## src/rtl/route_switch_matrix_pkg.sv

```systemverilog
package route_switch_matrix_pkg;
  localparam int NUM_SIDES = 4;
  localparam int SEL_W     = 2;

  typedef enum logic [1:0] {
    SIDE_LEFT   = 2'd0,
    SIDE_TOP    = 2'd1,
    SIDE_RIGHT  = 2'd2,
    SIDE_BOTTOM = 2'd3
  } side_e;

  // Sides whose position-0 choice is the fabric idle level rather than loopback
  function automatic bit side_idles_high(int side);
    return (side == int'(SIDE_LEFT)) || (side == int'(SIDE_BOTTOM));
  endfunction
endpackage

```

## src/rtl/rsm_cfg_chain.sv

```systemverilog
module rsm_cfg_chain #(
  parameter int LEN = 32
) (
  input  logic           clk,
  input  logic           rst_n,
  input  logic           shift_en,
  input  logic           din,
  output logic [LEN-1:0] word,
  output logic           dout
);
  always_ff @(posedge clk or negedge rst_n) begin
    if (!rst_n)        word <= '0;
    else if (shift_en) word <= {word[LEN-2:0], din};
  end

  assign dout = word[LEN-1];
endmodule

```

## src/rtl/rsm_track_mux.sv

```systemverilog
module rsm_track_mux #(
  parameter bit IDLE_HIGH = 1'b1
) (
  input  logic [1:0] sel,
  input  logic       own,
  input  logic       cw1,
  input  logic       cw2,
  input  logic       cw3,
  output logic       y
);
  logic pos0;

  generate
    if (IDLE_HIGH) begin : g_idle
      assign pos0 = 1'b1;
    end else begin : g_loop
      assign pos0 = own;
    end
  endgenerate

  always_comb begin
    case (sel)
      2'd0:    y = pos0;
      2'd1:    y = cw1;
      2'd2:    y = cw2;
      default: y = cw3;
    endcase
  end
endmodule

```

## src/rtl/route_switch_matrix.sv

```systemverilog
module route_switch_matrix
  import route_switch_matrix_pkg::*;
#(
  parameter int W = 4
) (
  input  logic         clk,
  input  logic         rst_n,
  input  logic         cfg_en,
  input  logic         cfg_din,
  output logic         cfg_dout,
  input  logic [W-1:0] in_left,
  input  logic [W-1:0] in_top,
  input  logic [W-1:0] in_right,
  input  logic [W-1:0] in_bottom,
  output logic [W-1:0] out_left,
  output logic [W-1:0] out_top,
  output logic [W-1:0] out_right,
  output logic [W-1:0] out_bottom
);
  localparam int CFG_LEN = NUM_SIDES * W * SEL_W;

  logic [CFG_LEN-1:0] cfg_word;
  logic [W-1:0]       in_side  [NUM_SIDES];
  logic [W-1:0]       out_side [NUM_SIDES];

  assign in_side[SIDE_LEFT]   = in_left;
  assign in_side[SIDE_TOP]    = in_top;
  assign in_side[SIDE_RIGHT]  = in_right;
  assign in_side[SIDE_BOTTOM] = in_bottom;

  assign out_left   = out_side[SIDE_LEFT];
  assign out_top    = out_side[SIDE_TOP];
  assign out_right  = out_side[SIDE_RIGHT];
  assign out_bottom = out_side[SIDE_BOTTOM];

  rsm_cfg_chain #(.LEN(CFG_LEN)) u_chain (
    .clk      (clk),
    .rst_n    (rst_n),
    .shift_en (cfg_en),
    .din      (cfg_din),
    .word     (cfg_word),
    .dout     (cfg_dout)
  );

  // Disjoint pattern: track t meets only track t of the other sides
  for (genvar s = 0; s < NUM_SIDES; s++) begin : g_side
    for (genvar t = 0; t < W; t++) begin : g_trk
      rsm_track_mux #(.IDLE_HIGH(side_idles_high(s))) u_mux (
        .sel (cfg_word[SEL_W*(s*W+t) +: SEL_W]),
        .own (in_side[s][t]),
        .cw1 (in_side[(s+1)%NUM_SIDES][t]),
        .cw2 (in_side[(s+2)%NUM_SIDES][t]),
        .cw3 (in_side[(s+3)%NUM_SIDES][t]),
        .y   (out_side[s][t])
      );
    end
  end
endmodule

```

## config.mk

```make
export PLATFORM = sky130hd
export DESIGN_NAME = route_switch_matrix
export DESIGN_NICKNAME = d
export VERILOG_FILES = /design/src/rtl/route_switch_matrix_pkg.sv /design/src/rtl/rsm_cfg_chain.sv /design/src/rtl/rsm_track_mux.sv /design/src/rtl/route_switch_matrix.sv
export SDC_FILE = /design/constraint.sdc
export NUM_CORES = 1
export LEC_CHECK = 0
export CAP_MARGIN = 20
export CORE_MARGIN = 2
export CORE_UTILIZATION = 46
export CTS_CLUSTER_SIZE = 28
export DETAILED_ROUTE_END_ITERATION = 8
export PLACE_DENSITY = 0.75
export SYNTH_ARGS = -nofsm -noshare
export SYNTH_HDL_FRONTEND = slang
export SYNTH_SLANG_ARGS = --single-unit
```

## constraint.sdc

```tcl
create_clock -name clk -period 1.4 [get_ports clk]
set_clock_uncertainty 0.05 [all_clocks]
set_input_delay 0.42 -clock clk [delete_from_list [all_inputs] [get_ports clk]]
set_output_delay 0.42 -clock clk [all_outputs]
set_load 0.005 [all_outputs]
```

==> metrics.txt, run 1 <==
startpoint types input pin; max reg flops 32; Reg2Reg Depth 4; register area 800.8 um^2; final wirelength 3706 um; top-area cell type share of the netlist area 43.36%; CP Cell Sequence dlygate4sd2_1 > mux4_2 > buf_2; Tcrit/Tclk final 126.9%; failing checks negative setup slack; Largest Register u_chain.word; full die area 0.004537 mm^2; type of the worst min-delay path in -> async; Clock transition at path regs 0.06 ns; post-detail-place hpwl 2717 um; vias per cell 4.963; largest fanout on the critical path 3; first-pass detailed-route iteration total 2; switching part of the total 27.57%; most frequent cells in the layout buf_4 (47), dfrtp_1 (32), mux2_4 (30); nets 211; first-pass GRT wire length 6237 um; Placeable Area 0.003943 mm^2; Buffers on Ports 36; Worst path max stage delay 0.48 ns; CTS Root Buffer Type clkbuf_8; IO Count 37; Adder-Cell Fraction of Synth Area 0%; Synth Warn # 0; Initial DRC Count 31; Synth Area per Inst 15.92 um^2; DRC violations left 0; Critical Path End Type primary output; share of cells above drive strength 1 60.94%; n_diodes 0; Max-slew headroom 87.81%; final hold violations 0; final worst setup slack -0.3765 ns; CP max stage cell mux4_2; multi-input logic area 829.5 um^2; share of power burned in registers 35.2%; CTS Buf Count 5; RR Startpoint u_chain.word[26]; Yosys reg bits 32; CTS H-tree lvls 2; antenna-violating nets left 0; total power 4.501 mW; max cap viols 0; Worst Tran Pin Value 0.1829 ns; Area Overhead vs Synth 34.21%; Reg2Reg Capture Point u_chain.word[27]; r2r setup slk 0.20 ns; sequential share of the synthesized area 43.36%; P per Cell Area 1816 mW/mm^2; via count 1201; total grt overflow 0; die width 67.36 um; status complete, but fails checks; Yosys cell types 12; main combinational cell family by area after synthesis multiplexers; Fillers 296; Bufs and invs on worst path 2; logic gate share of total power 48.8%; number of global-route vias before repair 1292; Max Slew Vio Count 0; initial antenna violation count 0; Initial Util 46.84%; internal cell power 3.260 mW; Wirelength per Cell 15.31 um; crit path kind in -> out; most common cell after layout, fill and taps aside buf_4; DP Cell Count 222; post-synth top area cell dfrtp_1; biggest regs u_chain.word: 32 flops; Die Ht 67.36 um; Peak VDD IR 0.0008785 V; RSZ-0062 raised after global routing yes; compound-gate portion of the synthesized area 3.117%; clock network power share 16.0%; Synth Area in Simple Gates 1.829%; FP Rows 23; Worst EP arrival 1.31 ns; XOR/XNOR Fraction of Synth Area 0%; Required @ worst endpoint 0.93 ns; Leakage 1.236 nW; fmax 562.9 MHz; Post-Syn Instances 116; Tot GR Track Use 19.09%; CTS max path bufs 2; clk_lat worst skew 0.28 ns; non-filler cells in the finished layout 242; mux contribution to synthesized area 41.33%; top cells by area, synth dfrtp_1 (43%), mux2_4 (24%), mux4_1 (11%), buf_4 (6.5%), mux2i_1 (4.3%); Final Util 62.87%; P_sw 1.241 mW; clk sink count 32; TritonCTS clock tree built; largest net degree at the start of global routing 33; critical path's top delay family multiplexers; Placer Congestion 0.8173; Period minus WS final 1.777 ns; final setup vio count 16; Net Count, Synth 136; Netlist Area Pre-Place 0.001847 mm^2
==> cell usage after synthesis, drive strengths merged <==
master,number
a21oi,1
buf,20
mux2,32
mux2i,8
a22oi,7
dfrtp,32
nor3b,1
nor2,7
mux4,8
==> routing by layer <==
metal | part of all wire (%) | wire [um] | GRT usage [%] | vias up
met1 | 42 | 1555 | 23.51 | 606
li1 | - | - | - | 562
met2 | 53 | 1959 | 32.43 | 26
met3 | 3.7 | 136 | 3.667 | 7
met4 | 1.5 | 55 | 8.673 | 0
met5 | 0 | 0 | 0 | -
==> power groups by stage <==
stage          sequential (mW)  combinational (mW)  clock, mW
2_1_floorplan             1.59                1.23          0
3_3_place_gp              1.60                2.13          0
3_5_place_dp              1.61                2.20          0
4_1_cts                   1.59                2.16      0.743
5_1_grt                   1.65                2.37      0.784
6_report                  1.58                2.20      0.720
==> cell type report <==
cell class	instances	area share (%)
flip-flops and latches	32	32.31
well taps	50	2.524
multi-input cells	64	33.47
clock buffers	8	3.635
repair buffers	88	28.07
==> cell families after synthesis <==
kind of cell	count (synthesis)
buf+inv	20
simple gates	8
compound gates	8
mux	48
flops	32
==> worst max path at each step <==
| stage | endpoint | startpoint | cells past startpoint | slack, ns |
|---|---|---|---|---|
| finish | out_top[2] | in_left[2] | 3 | -0.38 |
| global route | out_right[0] | u_chain.word[16] | 2 | -0.44 |
| CTS | out_top[2] | u_chain.word[12] | 2 | -0.39 |
| detailed placement | out_right[3] | in_top[3] | 3 | -0.92 |
| global placement | out_right[0] | in_top[0] | 3 | -0.87 |
| floorplan | out_right[0] | in_top[0] | 2 | -0.07 |
==> through the flow <==
step / setup WS [ns] / cell area (um^2) / hold slack [ns] / TNS, ns
3_5_place_dp: -0.9205 / 2381 / 0.5380 / -13.80
4_1_cts: -0.3942 / 2452 / 0.4422 / -4.743
5_1_grt: -0.4370 / 2479 / 0.4528 / -5.544
6_report: -0.3765 / 2479 / 0.4410 / -4.512
3_3_place_gp: -0.8720 / 2381 / 0.5240 / -13.21
2_1_floorplan: -0.06801 / 1817 / 0.07441 / -0.5441
==> what timing repair did <==
action | in CTS | in global routing
pin swaps | 8 | 0
gates resized for setup | 90 | 1
hold buffers | 0 | 0
setup buffers | 10 | 3
gates cloned | 0 | 0
setup endpoints to repair | 17 | 17
Note: power is estimated with default switching activity, not from simulation.
==> inputs of run 2 (changes only) <==
- GPL_ROUTABILITY_DRIVEN: not set -> 1
==> results of run 2 <==
No change in the layout: final DEF, timing and power equal those of run 1.
==> inputs of run 3 (changes only) <==
- CAP_MARGIN: 20 -> not set
- GPL_ROUTABILITY_DRIVEN: 1 -> not set
==> results of run 3 <==
No change in the layout: final DEF, timing and power equal those of run 1.
